**src/rtl/wdt_guard_pkg.sv**
```systemverilog
`timescale 1ns/1ps
package wdt_guard_pkg;
  localparam int ADDR_W = 2;
  localparam int DATA_W = 8;
  localparam logic [ADDR_W-1:0] ADDR_KEY    = 2'd0;
  localparam logic [ADDR_W-1:0] ADDR_PERIOD = 2'd1;
  localparam logic [ADDR_W-1:0] ADDR_STATUS = 2'd2;
  localparam logic [DATA_W-1:0] KEY_ARM  = 8'h5A;
  localparam logic [DATA_W-1:0] KEY_FIRE = 8'hA5;
endpackage

```
**src/rtl/wdt_keyseq.sv**
```systemverilog
`timescale 1ns/1ps
module wdt_keyseq
  import wdt_guard_pkg::*;
(
  input  logic              clk,
  input  logic              rst_n,
  input  logic              wr_en,
  input  logic [ADDR_W-1:0] wr_addr,
  input  logic [DATA_W-1:0] wr_data,
  output logic              clr
);
  logic armed;
  logic key_wr;

  assign key_wr = wr_en && (wr_addr == ADDR_KEY);
  assign clr    = key_wr && armed && (wr_data == KEY_FIRE);

  always_ff @(posedge clk or negedge rst_n) begin
    if (!rst_n) begin
      armed <= 1'b0;
    end else if (key_wr) begin
      armed <= (wr_data == KEY_ARM);
    end
  end


  other_addr_keeps_chk: assert property (@(posedge clk) disable iff (!rst_n)
    (wr_en && wr_addr != ADDR_KEY) |=> $stable(armed));
endmodule

```
**src/rtl/wdt_timebase.sv**
```systemverilog
`timescale 1ns/1ps
module wdt_timebase #(
  parameter int BASE_LOG2 = 12,
  parameter int STEP_LOG2 = 2,
  parameter int SEL_W     = 2
) (
  input  logic             clk,
  input  logic             rst_n,
  input  logic             tick,
  input  logic             clr,
  input  logic [SEL_W-1:0] sel,
  output logic             ovf
);
  localparam int NUM_SEL = 1 << SEL_W;
  localparam int CW      = BASE_LOG2 + STEP_LOG2 * (NUM_SEL - 1);

  logic [CW-1:0] lim_tbl [NUM_SEL];
  logic [CW-1:0] cnt;
  logic          wrap;

  for (genvar g = 0; g < NUM_SEL; g++) begin : g_lim
    assign lim_tbl[g] = ~({CW{1'b1}} << (BASE_LOG2 + STEP_LOG2 * g));
  end

  assign wrap = tick && (cnt >= lim_tbl[sel]);
  assign ovf  = wrap && !clr;

  always_ff @(posedge clk or negedge rst_n) begin
    if (!rst_n) begin
      cnt <= '0;
    end else if (clr) begin
      cnt <= '0;
    end else if (tick) begin
      cnt <= wrap ? '0 : cnt + 1'b1;
    end
  end


  idle_hold_chk: assert property (@(posedge clk) disable iff (!rst_n)
    (!tick && !clr) |=> $stable(cnt));
endmodule

```
**src/rtl/wdt_escalate.sv**
```systemverilog
`timescale 1ns/1ps
module wdt_escalate (
  input  logic clk,
  input  logic rst_n,
  input  logic clr,
  input  logic ovf,
  output logic nmi_req,
  output logic rst_req
);
  always_ff @(posedge clk or negedge rst_n) begin
    if (!rst_n) begin
      nmi_req <= 1'b0;
      rst_req <= 1'b0;
    end else if (clr) begin
      nmi_req <= 1'b0;
    end else if (ovf) begin
      if (nmi_req) rst_req <= 1'b1;
      else         nmi_req <= 1'b1;
    end
  end


  rst_after_nmi_chk: assert property (@(posedge clk) disable iff (!rst_n)
    $rose(rst_req) |-> $past(nmi_req));

  rst_sticky_chk: assert property (@(posedge clk) disable iff (!rst_n)
    rst_req |=> rst_req);

  nmi_drop_on_clear_chk: assert property (@(posedge clk) disable iff (!rst_n)
    $fell(nmi_req) |-> $past(clr));
endmodule

```
**src/rtl/wdt_cause.sv**
```systemverilog
`timescale 1ns/1ps
module wdt_cause (
  input  logic clk,
  input  logic por_n,
  input  logic rst_req,
  input  logic clr_w1,
  output logic flag
);
  always_ff @(posedge clk or negedge por_n) begin
    if (!por_n) begin
      flag <= 1'b0;
    end else if (rst_req) begin
      flag <= 1'b1;
    end else if (clr_w1) begin
      flag <= 1'b0;
    end
  end


  cause_source_chk: assert property (@(posedge clk) disable iff (!por_n)
    $rose(flag) |-> $past(rst_req));
endmodule

```
**src/rtl/wdt_guard.sv**
```systemverilog
`timescale 1ns/1ps
module wdt_guard
  import wdt_guard_pkg::*;
#(
  parameter int BASE_LOG2 = 12,
  parameter int STEP_LOG2 = 2,
  parameter int SEL_W     = 2
) (
  input  logic              clk,
  input  logic              por_n,
  input  logic              rst_n,
  input  logic              tick,
  input  logic              wr_en,
  input  logic [ADDR_W-1:0] wr_addr,
  input  logic [DATA_W-1:0] wr_data,
  output logic              nmi_req,
  output logic              rst_req,
  output logic              wdt_cause
);
  logic             sys_n;
  logic             clr;
  logic             ovf;
  logic             locked;
  logic [SEL_W-1:0] sel;
  logic             clr_w1;

  assign sys_n  = rst_n && por_n;
  assign clr_w1 = wr_en && (wr_addr == ADDR_STATUS) && wr_data[0];

  always_ff @(posedge clk or negedge sys_n) begin
    if (!sys_n) begin
      sel    <= '0;
      locked <= 1'b0;
    end else begin
      if (clr) locked <= 1'b1;
      if (wr_en && (wr_addr == ADDR_PERIOD) && !locked)
        sel <= wr_data[SEL_W-1:0];
    end
  end


  period_lock_chk: assert property (@(posedge clk) disable iff (!sys_n)
    locked |=> $stable(sel));

  wdt_keyseq u_key (
    .clk(clk), .rst_n(sys_n), .wr_en(wr_en), .wr_addr(wr_addr),
    .wr_data(wr_data), .clr(clr)
  );

  wdt_timebase #(.BASE_LOG2(BASE_LOG2), .STEP_LOG2(STEP_LOG2), .SEL_W(SEL_W)) u_tb (
    .clk(clk), .rst_n(sys_n), .tick(tick), .clr(clr), .sel(sel), .ovf(ovf)
  );

  wdt_escalate u_esc (
    .clk(clk), .rst_n(sys_n), .clr(clr), .ovf(ovf),
    .nmi_req(nmi_req), .rst_req(rst_req)
  );

  wdt_cause u_cause (
    .clk(clk), .por_n(por_n), .rst_req(rst_req), .clr_w1(clr_w1), .flag(wdt_cause)
  );
endmodule

```
**config.mk**
```make
export PLATFORM = sky130hd
export DESIGN_NAME = wdt_guard
export DESIGN_NICKNAME = d
export VERILOG_FILES = /design/src/rtl/wdt_guard_pkg.sv /design/src/rtl/wdt_keyseq.sv /design/src/rtl/wdt_timebase.sv /design/src/rtl/wdt_escalate.sv /design/src/rtl/wdt_cause.sv /design/src/rtl/wdt_guard.sv
export SDC_FILE = /design/constraint.sdc
export NUM_CORES = 1
export LEC_CHECK = 0
export ABC_CLOCK_PERIOD_IN_PS = 6200
export BUFFER_PORTS_ARGS = -buffer_cell sky130_fd_sc_hd__buf_4
export CORE_MARGIN = 5
export CORE_UTILIZATION = 59
export DETAILED_ROUTE_END_ITERATION = 8
export PLACE_DENSITY = 0.81
export SYNTH_ARGS = -nofsm -noshare
export SYNTH_HDL_FRONTEND = slang
export SYNTH_SLANG_ARGS = --single-unit
```
**constraint.sdc**
```tcl
create_clock -name clk -period 6.2 [get_ports clk]
set_input_delay 1.24 -clock clk [delete_from_list [all_inputs] [get_ports clk]]
set_output_delay 1.24 -clock clk [all_outputs]
set_load 0.1 [all_outputs]
```
==> impl_metrics.json, run 1 <==
{
  "synth_area_um2": 1520,
  "min_path_type": "reg2reg",
  "fin_skew_ps": 5.25,
  "fillers": 186,
  "vias": 1182,
  "cts_num_sinks": 25,
  "firstDrtPassIters": 5,
  "post_cts_buffers": 0,
  "synth.largest_area_cell": "dfrtp_1",
  "viasPerCell": 6.06,
  "synthArstFlopShare": 1.00,
  "synth.most_common_cell": "dfrtp_1",
  "dieArea_um2": 3690,
  "clockRootBuffer": "clkbuf_4",
  "max_slew.worst_pin.slew_ps": 1120,
  "synth_cell_types": 45,
  "fin_crit_ps": 2600,
  "synthSimpleGateAreaFrac": 0.309,
  "path_depth": 6,
  "final_max_slew_viol_count": 0,
  "synth_top_area_share": 0.412,
  "synth-xor-area-share": 0.0749,
  "die_w_um": 60.8,
  "area_delta_synth_final_pct": 9.71,
  "clk_pin_slew_ps": 130,
  "min_period_over_period": 0.419,
  "synth_flop_cell": "dfrtp_1",
  "cts_tree": "done",
  "powerDensity_nw_per_um2": 263,
  "ctsHoldBuffers": 0,
  "grt_first_pass_wirelength_mm": 5.65,
  "row_count": 18,
  "grt_pass1_vias": 1207,
  "yosysWarnings": 0,
  "path_buf_inv": 1,
  "syn_inst": 149,
  "min_delay_path_depth": 1,
  "hold_viol_final": 0,
  "synth_top_family_by_area": "simple AND/OR/NAND/NOR gates",
  "clockBufferDepth": 2,
  "fin_setup_tns_ps": 0,
  "crit_arrival_ps": 2810,
  "p_leak_nw": 0.681,
  "worstPathMaxFanout": 15,
  "cts_resized": 0,
  "grt_setup_unrepaired": "no",
  "ys_top_cells_by_count": "dfrtp_1 (25), nand2_1 (16), xnor2_1 (12), nor2_2 (10), nand3_1 (7)",
  "synth_compound_area_frac": 0.123,
  "coreArea_um2": 2480,
  "wl_per_cell_um": 16.4,
  "drc_errors": 0,
  "ys_seq_area_frac": 0.412,
  "clk_latency_ps": 320,
  "yosys-mux-area-fraction": 0.00741,
  "critPathKind": "in2reg",
  "pre_cts_slack_ps": 3270,
  "hpwl_mm": 2.40,
  "numCtsBuffers": 3,
  "io_pins": 18,
  "fmax_mhz": 385,
  "postRouteAntennaNets": 0,
  "placed_area_um2": 1640,
  "cp.required_ps": 6410,
  "avgSynthCellArea_um2": 10.2,
  "dieHeight_um": 60.8,
  "synth_seq_cells": 25,
  "grt_max_degree": 25,
  "outcome": "finished clean",
  "htree_levels": 1,
  "vdd_ir_drop_max_mv": 0.269,
  "drive_gt1_frac": 0.236,
  "syn-num-nets": 169,
  "antenna_found_initial": 0,
  "gp_congestion": 0.771,
  "synthTopCellsByArea": "dfrtp_1 (41%), xnor2_1 (6.9%), ha_1 (4.1%)",
  "grt_use_total": 0.204,
  "synthAdderAreaFrac": 0.0412,
  "synth_edf_count": 0,
  "diodes": 0,
  "worstSetupStartpointType": "primary input",
  "numPortBuffers": 17,
  "max-cap-violations": 0,
  "drt_iter0_markers": 56,
  "floorplan.initialDensity": 0.614,
  "critPathMaxStageDelay_ps": 500,
  "routed_wl_mm": 3.20,
  "slowest_stage": "o31a_1",
  "final.setup.worst_slack_ps": 3600,
  "cp_top_family": "simple AND/OR/NAND/NOR gates",
  "finalSetupViolations": 0,
  "layout.nets": 186,
  "end_kind": "register",
  "stdcell_area_um2": 1670,
  "r2r_cells": 7,
  "grt_overflow": 0,
  "path_cells": "buf_4 -> nand4bb_1 -> o31a_1 -> nor4_1 -> xnor2_1 -> nor2_1",
  "slew_headroom": 0.256
}
## cells by family (layout without fill, tap and decap cells)
| group | after synthesis | after routing |
|---|---|---|
| DFF | 25 | 25 |
| muxes | 1 | 1 |
| AOI/OAI and AO/OA | 21 | 21 |
| xor gates and xnor gates | 13 | 13 |
| adders and majority gates | 5 | 5 |
| and+or+nand+nor | 77 | 77 |
| buffers and inverters | 7 | 23 |
## cell type report
class | count | area, µm² | share of cell area
clock buffers | 4 | 26.3 | 0.0158
inverters | 2 | 7.51 | 0.00450
multi-input cells | 117 | 843 | 0.506
flip-flops and latches | 25 | 626 | 0.375
well taps | 30 | 37.5 | 0.0225
repair buffers | 17 | 128 | 0.0765
## metal layers
layer | track usage | vias to the layer above | share of wire
met5 | 0 | - | 0
met4 | 0.0743 | 0 | 0.016
met3 | 0.0255 | 6 | 0.030
met2 | 0.336 | 22 | 0.50
met1 | 0.275 | 575 | 0.46
li1 | - | 579 | -
## cell usage in the layout (no fill, tap or decap), types with 3 or more instances in the layout
cell / count
nand3_1: 7
ha_1: 5
nor2_2: 10
nand4bb_1: 3
o211ai_1: 3
nor4_1: 5
a21boi_0: 3
dfrtp_1: 25
o21ai_0: 3
nor2_1: 6
or3_1: 3
nand2_1: 16
clkbuf_4: 3
nand4_1: 5
nor3_1: 4
buf_4: 17
xnor2_1: 12
## flip-flops by register name, indices dropped and copies added, names as in the netlist
| register | cells |
|---|---|
| u_cause.flag | 1 |
| u_esc.rst_req | 1 |
| u_esc.nmi_req | 1 |
| sel | 2 |
| u_tb.cnt | 18 |
| locked | 1 |
| u_key.armed | 1 |
## metrics by stage
step | hold WS [ps] | total power (W) | cells | util
5_1_grt | 519 | 0.000467 | 195 | 0.673
2_1_floorplan | 436 | 0.000331 | 149 | -
3_3_place_gp | 456 | 0.000360 | 191 | 0.663
3_5_place_dp | 457 | 0.000367 | 191 | 0.663
4_1_cts | 493 | 0.000441 | 195 | 0.673
6_report | 489 | 0.000438 | 195 | 0.673
## report_power, final
part / leakage, nW / switching (W) / internal [W] / total [W]
combinational: 0.339 / 0.0000939 / 0.0000528 / 0.000147
sequential: 0.327 / 0.0000282 / 0.000190 / 0.000218
clock: 0.0150 / 0.0000484 / 0.0000252 / 0.0000736
## worst paths after layout
check / from / to / slack (ps)
hold reg to reg: locked$_DFFE_PN0P_ / locked$_DFFE_PN0P_ / 490
min in group asynchronous: por_n / u_cause.flag$_DFFE_PN0P_ / 660
hold / removal: locked$_DFFE_PN0P_ / locked$_DFFE_PN0P_ / 490
setup reg to reg: sel[1]$_DFFE_PN0P_ / u_tb.cnt[4]$_DFFE_PN0P_ / 3720
setup / recovery: wr_addr[0] / u_tb.cnt[17]$_DFFE_PN0P_ / 3600
max in group asynchronous: por_n / u_tb.cnt[12]$_DFFE_PN0P_ / 4310
No activity file was read; power rests on OpenSTA's default activity.
==> run 2: changes to the inputs <==
--- a/config.mk
+++ b/config.mk
@@ -5,12 +5,12 @@
 export SDC_FILE = /design/constraint.sdc
 export NUM_CORES = 1
 export LEC_CHECK = 0
-export ABC_CLOCK_PERIOD_IN_PS = 6200
+export ABC_CLOCK_PERIOD_IN_PS = 2100
 export BUFFER_PORTS_ARGS = -buffer_cell sky130_fd_sc_hd__buf_4
 export CORE_MARGIN = 5
-export CORE_UTILIZATION = 59
+export CORE_UTILIZATION = 52
 export DETAILED_ROUTE_END_ITERATION = 8
-export PLACE_DENSITY = 0.81
+export PLACE_DENSITY = 0.75
 export SYNTH_ARGS = -nofsm -noshare
 export SYNTH_HDL_FRONTEND = slang
 export SYNTH_SLANG_ARGS = --single-unit
==> constraint.sdc (replaced) <==
create_clock -name clk -period 2.1 [get_ports clk]
set_input_delay 0.42 -clock clk [delete_from_list [all_inputs] [get_ports clk]]
set_output_delay 0.42 -clock clk [all_outputs]
set_load 0.1 [all_outputs]
==> impl_metrics.json, run 2 (synthesis gave the netlist of run 1 again) <==
{
  "outcome": "finished clean",
  "htree_levels": 1,
  "min_period_over_period": 0.992,
  "cts_tree": "done",
  "layout.nets": 194,
  "drc_errors": 0,
  "p_clk_frac": 0.152,
  "floorplan.initialDensity": 0.547,
  "drive_gt1_frac": 0.312,
  "max-cap-violations": 0,
  "gp_congestion": 0.743,
  "whs_ps": 167,
  "postRouteAntennaNets": 0,
  "r2r_cells": 7,
  "crit_arrival_ps": 2300,
  "grt_setup_unrepaired": "yes",
  "viasPerCell": 5.95,
  "grt_use_total": 0.179,
  "dieArea_um2": 4100,
  "fmax_mhz": 480,
  "antenna_found_initial": 0,
  "final_max_slew_viol_count": 0,
  "critPathKind": "reg2reg",
  "min_path_type": "in2async",
  "p_leak_nw": 0.728,
  "routed_wl_mm": 3.29,
  "diodes": 0,
  "final_cell_mix": "dfrtp_1 (25), buf_4 (23), nand2_1 (15)",
  "seq_power_share": 0.472,
  "pre_cts_slack_ps": -55.6,
  "end_kind": "register",
  "fillers": 223,
  "clockRootBuffer": "clkbuf_4",
  "drt_iter0_markers": 78,
  "powerDensity_nw_per_um2": 756,
  "row_count": 19,
  "switching_share": 0.385,
  "die_w_um": 64.1,
  "hpwl_mm": 2.38,
  "clockBufferDepth": 2,
  "top_register": "u_tb.cnt",
  "vdd_ir_drop_max_mv": 0.672,
  "dieHeight_um": 64.1,
  "reg_top3": "u_tb.cnt (18), sel (2)",
  "numPortBuffers": 17,
  "final.setup.worst_slack_ps": 16.3,
  "worstPathMaxFanout": 13,
  "power.switching_w": 0.000526,
  "max_slew.worst_pin.slew_ps": 511,
  "finalSetupViolations": 0,
  "cp.required_ps": 2320,
  "fin_skew_ps": 1.82,
  "wl_per_cell_um": 16.1,
  "slew_headroom": 0.660,
  "power_frac_comb": 0.376,
  "grt_max_degree": 25,
  "fin_crit_ps": 2080,
  "clk_pin_slew_ps": 130,
  "io_pins": 18,
  "clk_latency_ps": 310,
  "firstDrtPassIters": 4,
  "grt_pass1_vias": 1284,
  "grt_first_pass_wirelength_mm": 5.93,
  "vias": 1213,
  "coreArea_um2": 2780,
  "layout_commonest_cell": "dfrtp_1",
  "grt_overflow": 0,
  "numCtsBuffers": 3,
  "cts_num_sinks": 25,
  "area_delta_synth_final_pct": 18.8,
  "hold_viol_final": 0,
  "worstSetupStartpointType": "register",
  "power.internal_w": 0.000839,
  "largest_reg_flops": 18,
  "postLayoutCoreUtil": 0.650
}
run 2: timing repair:
item	CTS	global route
setup buffers	2	0
setup endpoints to repair	14	20
pin swaps	1	3
endpoints found under the hold margin	1	0
resized for setup	1	8
hold buffers	1	0
run 2: cell type report:
cell class | instances | area [µm²] | share of cell area
clock inverter | 1 | 5.00 | 0.00277
multi-input combinational | 117 | 905 | 0.501
clock buffer | 3 | 22.5 | 0.0125
timing repair buffer | 25 | 203 | 0.112
inverter | 2 | 7.51 | 0.00416
sequential | 25 | 626 | 0.346
tap | 31 | 38.8 | 0.0215
run 2: worst paths after layout:
path                               startpoint                        end  slack [ps]
setup / recovery           sel[1]$_DFFE_PN0P_    u_tb.cnt[3]$_DFFE_PN0P_          20
hold / removal                          rst_n  u_esc.rst_req$_DFFE_PN0P_         170
setup reg to reg           sel[1]$_DFFE_PN0P_    u_tb.cnt[3]$_DFFE_PN0P_          20
hold reg to reg            locked$_DFFE_PN0P_         locked$_DFFE_PN0P_         490
max in group asynchronous               por_n         sel[0]$_DFFE_PN0P_        1130
min in group clk                   wr_addr[0]    u_key.armed$_DFFE_PN0P_         290
run 2: worst max-delay path: stages, from the launching register on:
cell and delay [ps]:
dfrtp_1 450, buf_4 160, or4_4 490, a211oi_4 340, a211oi_4 160, o21ai_4 170
buf_12 160, nor2_1 60
run 2: through the flow:
stage	setup TNS [ps]	cells	power [W]	cell area [µm²]
global route	-624	204	0.00146	1810
finish	0	204	0.00137	1810
CTS	0	204	0.00134	1750
global placement	0	197	0.00109	1690
detailed placement	-551	197	0.00111	1690
floorplan	0	149	0.000978	1520
run 2: power groups by stage:
| stage | logic, W | clock network [W] | registers (W) |
|---|---|---|---|
| 2_1_floorplan | 0.000237 | 0 | 0.000742 |
| 3_3_place_gp | 0.000443 | 0 | 0.000643 |
| 3_5_place_dp | 0.000464 | 0 | 0.000650 |
| 4_1_cts | 0.000488 | 0.000217 | 0.000637 |
| 5_1_grt | 0.000552 | 0.000246 | 0.000659 |
| 6_report | 0.000513 | 0.000208 | 0.000645 |
run 2: metal layers:
metal / vias to the layer above / GRT usage / routed length (µm)
li1: 592 / - / -
met1: 594 / 0.260 / 1470
met4: 0 / 0.0597 / 18
met5: - / 0 / 0
met2: 25 / 0.274 / 1670
met3: 2 / 0.0228 / 133
